$ cat src/rtl/dac_stage_pkg.sv
package dac_stage_pkg;
  localparam int unsigned DEF_NCH = 32;
  localparam int unsigned DEF_DW  = 16;

  // A channel may leave at a strobe when it is free, or held and released.
  function automatic logic chan_may_send(input logic held, input logic released);
    return (~held) | released;
  endfunction

  // Next release mask: cleared by a strobe, then new bits ORed in.
  function automatic logic [DEF_NCH-1:0] next_release(
      input logic [DEF_NCH-1:0] cur, input logic strobe,
      input logic wr, input logic [DEF_NCH-1:0] bits);
    logic [DEF_NCH-1:0] base;
    base = strobe ? '0 : cur;
    return wr ? (base | bits) : base;
  endfunction
endpackage

$ cat src/rtl/dac_write_decode.sv
module dac_write_decode #(
  parameter int unsigned NCH = 32,
  localparam int unsigned AW = $clog2(NCH)
) (
  input  logic           wr_en,
  input  logic [AW-1:0]  wr_chan,
  output logic [NCH-1:0] wr_sel
);
  for (genvar g = 0; g < NCH; g++) begin : g_sel
    assign wr_sel[g] = wr_en && (wr_chan == AW'(g));
  end
endmodule

$ cat src/rtl/dac_mask_regs.sv
module dac_mask_regs #(
  parameter int unsigned NCH = 32
) (
  input  logic           clk,
  input  logic           rst,
  input  logic           hold_wr_en,
  input  logic [NCH-1:0] hold_wr_mask,
  input  logic           upd_wr_en,
  input  logic [NCH-1:0] upd_wr_mask,
  input  logic           frame_strobe,
  output logic [NCH-1:0] hold_q,
  output logic [NCH-1:0] upd_q
);
  import dac_stage_pkg::*;

  logic [NCH-1:0] upd_d;

  always_comb begin
    upd_d = frame_strobe ? '0 : upd_q;
    if (upd_wr_en) upd_d = upd_d | upd_wr_mask;
  end

  always_ff @(posedge clk) begin
    if (rst) begin
      hold_q <= '0;
      upd_q  <= '0;
    end else begin
      if (hold_wr_en) hold_q <= hold_wr_mask;
      upd_q <= upd_d;
    end
  end
endmodule

$ cat src/rtl/dac_chan_slice.sv
module dac_chan_slice #(
  parameter int unsigned DW = 16
) (
  input  logic          clk,
  input  logic          rst,
  input  logic          wr_sel,
  input  logic [DW-1:0] wr_data,
  input  logic          frame_strobe,
  input  logic          held,
  input  logic          released,
  output logic          pending,
  output logic          fire,
  output logic [DW-1:0] tx_val,
  output logic          chg
);
  import dac_stage_pkg::*;

  logic [DW-1:0] staged_q;

  assign fire = frame_strobe && pending && chan_may_send(held, released);

  always_ff @(posedge clk) begin
    if (rst) begin
      staged_q <= '0;
      pending  <= 1'b0;
      tx_val   <= '0;
      chg      <= 1'b0;
    end else begin
      if (fire) tx_val <= staged_q;
      if (frame_strobe) chg <= fire;
      if (wr_sel) begin
        staged_q <= wr_data;
        pending  <= 1'b1;
      end else if (fire) begin
        pending <= 1'b0;
      end
    end
  end
endmodule

$ cat src/rtl/dac_stage_bank.sv
module dac_stage_bank #(
  parameter int unsigned NCH = 32,
  parameter int unsigned DW  = 16,
  localparam int unsigned AW = $clog2(NCH)
) (
  input  logic              clk,
  input  logic              rst,
  input  logic              wr_en,
  input  logic [AW-1:0]     wr_chan,
  input  logic [DW-1:0]     wr_data,
  input  logic              hold_wr_en,
  input  logic [NCH-1:0]    hold_wr_mask,
  input  logic              upd_wr_en,
  input  logic [NCH-1:0]    upd_wr_mask,
  input  logic              frame_strobe,
  output logic [NCH*DW-1:0] dac_out,
  output logic [NCH-1:0]    chg_flag
);
  logic [NCH-1:0] wr_sel;
  logic [NCH-1:0] hold_q;
  logic [NCH-1:0] upd_q;
  logic [NCH-1:0] pending_vec;
  logic [NCH-1:0] fire_vec;

  dac_write_decode #(.NCH(NCH)) dec_i (
    .wr_en(wr_en), .wr_chan(wr_chan), .wr_sel(wr_sel)
  );

  dac_mask_regs #(.NCH(NCH)) masks_i (
    .clk(clk), .rst(rst),
    .hold_wr_en(hold_wr_en), .hold_wr_mask(hold_wr_mask),
    .upd_wr_en(upd_wr_en), .upd_wr_mask(upd_wr_mask),
    .frame_strobe(frame_strobe),
    .hold_q(hold_q), .upd_q(upd_q)
  );

  for (genvar g = 0; g < NCH; g++) begin : g_ch
    dac_chan_slice #(.DW(DW)) slice_i (
      .clk(clk), .rst(rst),
      .wr_sel(wr_sel[g]), .wr_data(wr_data),
      .frame_strobe(frame_strobe),
      .held(hold_q[g]), .released(upd_q[g]),
      .pending(pending_vec[g]), .fire(fire_vec[g]),
      .tx_val(dac_out[g*DW +: DW]), .chg(chg_flag[g])
    );
  end
endmodule

$ cat config.mk
export PLATFORM = sky130hd
export DESIGN_NAME = dac_stage_bank
export DESIGN_NICKNAME = d
export VERILOG_FILES = /design/src/rtl/dac_stage_pkg.sv /design/src/rtl/dac_write_decode.sv /design/src/rtl/dac_mask_regs.sv /design/src/rtl/dac_chan_slice.sv /design/src/rtl/dac_stage_bank.sv
export SDC_FILE = /design/constraint.sdc
export NUM_CORES = 2
export LEC_CHECK = 0
export BUFFER_PORTS_ARGS = -buffer_cell sky130_fd_sc_hd__clkbuf_2
export CAP_MARGIN = 0
export CORE_UTILIZATION = 55
export CTS_CLUSTER_SIZE = 24
export DETAILED_ROUTE_END_ITERATION = 10
export PLACE_DENSITY = 0.8
export SLEW_MARGIN = 20
export SYNTH_ARGS = -nofsm -noshare
export SYNTH_HDL_FRONTEND = slang
export SYNTH_SLANG_ARGS = --single-unit
$ cat constraint.sdc
create_clock -name clk -period 1.6 [get_ports clk]
set_input_delay 0.24 -clock clk [delete_from_list [all_inputs] [get_ports clk]]
set_output_delay 0.24 -clock clk [all_outputs]
set_load 0.01 [all_outputs]
==> summary.txt <==
Drt
  – DRC marker count from the first detailed-route iteration: between 1,500 and 2,000
  – Drt total wl: about 120,000 µm
  – Count of unresolved DRC violations after routing: 0
  – Avg Vias per Cell: roughly 5.3
  – Via count of the routed design: slightly below 30,000
  – 1st-pass router iterations: 5
  – Number of nets with antenna violations after detailed routing: 0
  – Routed length per placed instance: 21.2 µm

Clock tree
  – Number of buffers inserted during clock tree synthesis: between 100 and 150
  – Worst-Skew Late Latency: approximately 0.69 ns
  – Root Buffer Master: clkbuf_16
  – Post-CTS clock slew at the launch and capture registers of the worst setup and hold paths: around 0.060 ns
  – Max Buffers Root-to-Sink: 3
  – Clock tree from TritonCTS: yes
  – Number of levels the H-tree was split into: 3
  – Number of sinks on the clock net: around 1,200
  – Number of setup buffers added after CTS: 0

Layout
  – Highest-count cells in the layout ignoring fill and taps: dfxtp_1, mux2i_1, nand2b_1
  – Total number of nets in the final design: around 4,600
  – Final design area excluding fillers: ~53,000 µm²
  – Layout-stage area growth over the synthesis result: 20.2%
  – Final cell count without fillers: 5,660
  – Fraction of layout cells with a size suffix above 1: between 20 and 25%
  – Most common library cell in the layout ignoring fill and taps: dfxtp_1

Pwr
  – Static power due to leakage: around 28 nW
  – Relative contribution of the clock network to total power: a little under half
  – Power Internal: 45.8 mW
  – Fraction of power consumed by combinational cells: 4.5%
  – Switching power share of the total: 22.0%
  – Power per standard cell area: between 1000 and 1500 nW/µm²
  – Worst voltage drop across the vdd grid: between 0.9 and 1 mV
  – Psw: 12.9 mW
  – Share of power burned in registers: about half

Floorplanning
  – Die width: roughly 290 µm
  – I/O pin cnt: 635
  – Placeable core region: roughly 79,000 µm²
  – Height of the die: 286 µm
  – Area of the die: 81,600 µm²
  – Number of rows created at floorplan: between 100 and 150
  – Initial cell density of the core: roughly 56%

Timing
  – Worst Slack Setup Final: 0.0392 ns
  – RSZ-0062 raised after global routing: false
  – Slew Limit Fails: 0
  – Final worst clock skew: around 0.033 ns
  – Fin crit share: between 90% and 100%
  – Final setup fails: 0
  – Final Hold Viols: 0
  – Highest clock rate: about 640 MHz
  – Max-slew headroom at the worst pin: roughly 49%
  – Final min period: around 1.6 ns
  – Post-Route Hold Slack: 0.0524 ns
  – Slew at the pin with the worst max-slew slack: approximately 0.77 ns

Placement
  – Placed cell area: 48,700 µm²
  – Detailed-placement wirelength estimate: approximately 80,000 µm
  – Placed Cells: around 5,400
  – Number of buffers inserted by port buffering: 634
  – Post-place setup slack: -0.185 ns
  – Gpl congestion: ~0.82

Run
  – Number of violations of the max-capacitance limit: 0

Hold path
  – Tightest Hold Check Type: in -> reg

Global routing
  – Maximum number of pins on one net before global-route repair: roughly 150
  – Global-route total usage across every layer: 28.6%
  – Total overflow reported by the global router: 0
  – Wire length of the first global-routing pass: approximately 180,000 µm
  – Number of global-route vias before repair: approximately 29,000
  – Number of antenna violations at the first check in global routing: 4

Synthesis
  – Count of distinct cell types in the synthesized netlist: 29
  – Synth Cell Area: 44,200 µm²
  – Main area contributors after synthesis: dfxtp_1, mux2i_1, nand2b_1
  – Dominant cell type by area after synthesis: dfxtp_1
  – Number of synthesized register bits: about 1,200
  – Avg Synthesized Cell Area: around 11 µm²
  – Most common flop cell mapped by yosys: dfxtp_1
  – Mapped Nets: roughly 4,000
  – Sequential fraction of the synthesis area: between 50% and 60%
  – Area share of the largest cell type after synthesis: a little over half
  – Ys async rst share: 0%
  – Count of mapped cells out of synthesis: a little under 4,000
  – Warnings, synthesis: 0
  – Post-synth EDFFs: 0

Setup path
  – Worst r2r src: masks_i.hold_q[8]
  – Top cell family by delay on the critical path: flip-flops
  – Worst-case register-to-register setup slack: 0.19 ns
  – Category of the worst setup path capture point: output port
  – Crit. path cell count: 1
  – WS Path Type: reg -> out
  – Critical Path Slowest Stage Cell: dfxtp_1
  – Crit path max fanout: 2
  – Longest individual stage delay on the worst path: 0.46 ns
  – Endpoint of the most critical setup path: dac_out[468]
  – WP data arrival: about 1.3 ns
  – CP startpoint kind: register
  – Buf/Inv on CP: 1
  – Setup crit start: g_ch[29].slice_i.tx_val[4]
  – Count of cells along the worst register-to-register path: 4
  – FF-to-FF End: g_ch[8].slice_i.tx_val[12]
  – Req. time, crit path: 1.36 ns
  – CP Cell Sequence: clkbuf_2

Outcome
  – Status: finished, final reports clean
==> layer usage <==
metal / routed length (µm) / part of all wire, % / global-route usage (%) / vias up
met3: 5760 / 4.8 / 4.02 / 175
met2: 57300 / 48 / 47.4 / 801
met1: 53600 / 45 / 38.2 / 14551
met5: 7 / 0.0058 / 0 / -
li1: - / - / - / 14215
met4: 3590 / 3.0 / 9.93 / 2
==> synthesized netlist by cell type (6+ instances only) <==
cell and n:
nand2b_1 1046, nand3_1 6, nor2_1 64, a22oi_1 32
buf_8 16, nand3b_1 26, nand2_4 31, buf_4 73
nor2b_1 26, dfxtp_1 1152, buf_2 83, nand2_1 32
mux2i_1 1056, a21oi_1 64, a21bo_2 6, buf_6 23
clkbuf_1 139, o21ai_0 26
==> flip-flops by register name, indices dropped and copies added, names as in the netlist <==
signal,cells
masks_i.upd_q,32
g_ch.slice_i.tx_val,512
g_ch.slice_i.pending,32
g_ch.slice_i.chg,32
g_ch.slice_i.staged_q,512
masks_i.hold_q,32
==> what timing repair did <==
action / in CTS / in global routing
resized for setup: 2 / 0
setup endpoints to repair: 2 / 0
hold buffers: 65 / 0
hold endpoints to repair: 64 / 0
==> per-stage QoR <==
step / TNS [ns] / utilization (%) / power [mW]
final: 0 / 67.1 / 58.7
after global routing: 0 / 67.1 / 60.4
after CTS: 0 / 67.1 / 59.0
after detailed placement: -39.68 / 61.4 / 32.1
after global placement: -33.42 / 61.4 / 32.0
after floorplan: 0 / - / 31.0
==> tightest hold or removal path, cell delays in order <==
cell      delay [ns]
buf_8           0.22
nand2b_1        0.15
mux2i_1         0.06
==> logic make-up (layout without fill, tap and decap cells) <==
logic type      after synthesis  count (layout)  synth area share [%]
simple gates               1245            1245                  17.6
compound gates              128             128                  1.70
flops                      1152            1152                  52.1
mux                        1056            1056                  23.9
other cells                   0               4                     0
buf+inv                     338            1025                  4.63
==> power by group through the flow <==
stage / Clock, mW / Sequential [mW] / Combinational (mW)
2_1_floorplan: 0 / 29.6 / 1.43
3_3_place_gp: 0 / 29.6 / 2.46
3_5_place_dp: 0 / 29.6 / 2.47
4_1_cts: 27.5 / 28.9 / 2.60
5_1_grt: 28.7 / 29.0 / 2.73
6_report: 27.1 / 29.0 / 2.63
==> worst min-delay path by stage <==
stage | start | endpoint | slack (ns) | cells past startpoint
finish | rst | g_ch[8].slice_i.tx_val[15] | 0.05 | 3
global route | rst | g_ch[8].slice_i.tx_val[15] | 0.07 | 3
CTS | rst | g_ch[8].slice_i.tx_val[15] | 0.02 | 3
detailed placement | g_ch[1].slice_i.chg | g_ch[1].slice_i.chg | 0.45 | 2
global placement | g_ch[7].slice_i.chg | g_ch[7].slice_i.chg | 0.45 | 2
floorplan | upd_wr_mask[0] | masks_i.upd_q[0] | 0.38 | 2
==> cell type report <==
type	instances	area, µm²
fill	5948	26100
sequential	1152	23100
multi-input combinational	2429	19200
timing repair buffer	817	5760
clock buffer	174	3390
tap	1050	1310
clock inverter	33	464
antenna	4	10.0
inverter	1	6.26
(Power assumes the default switching activity.)
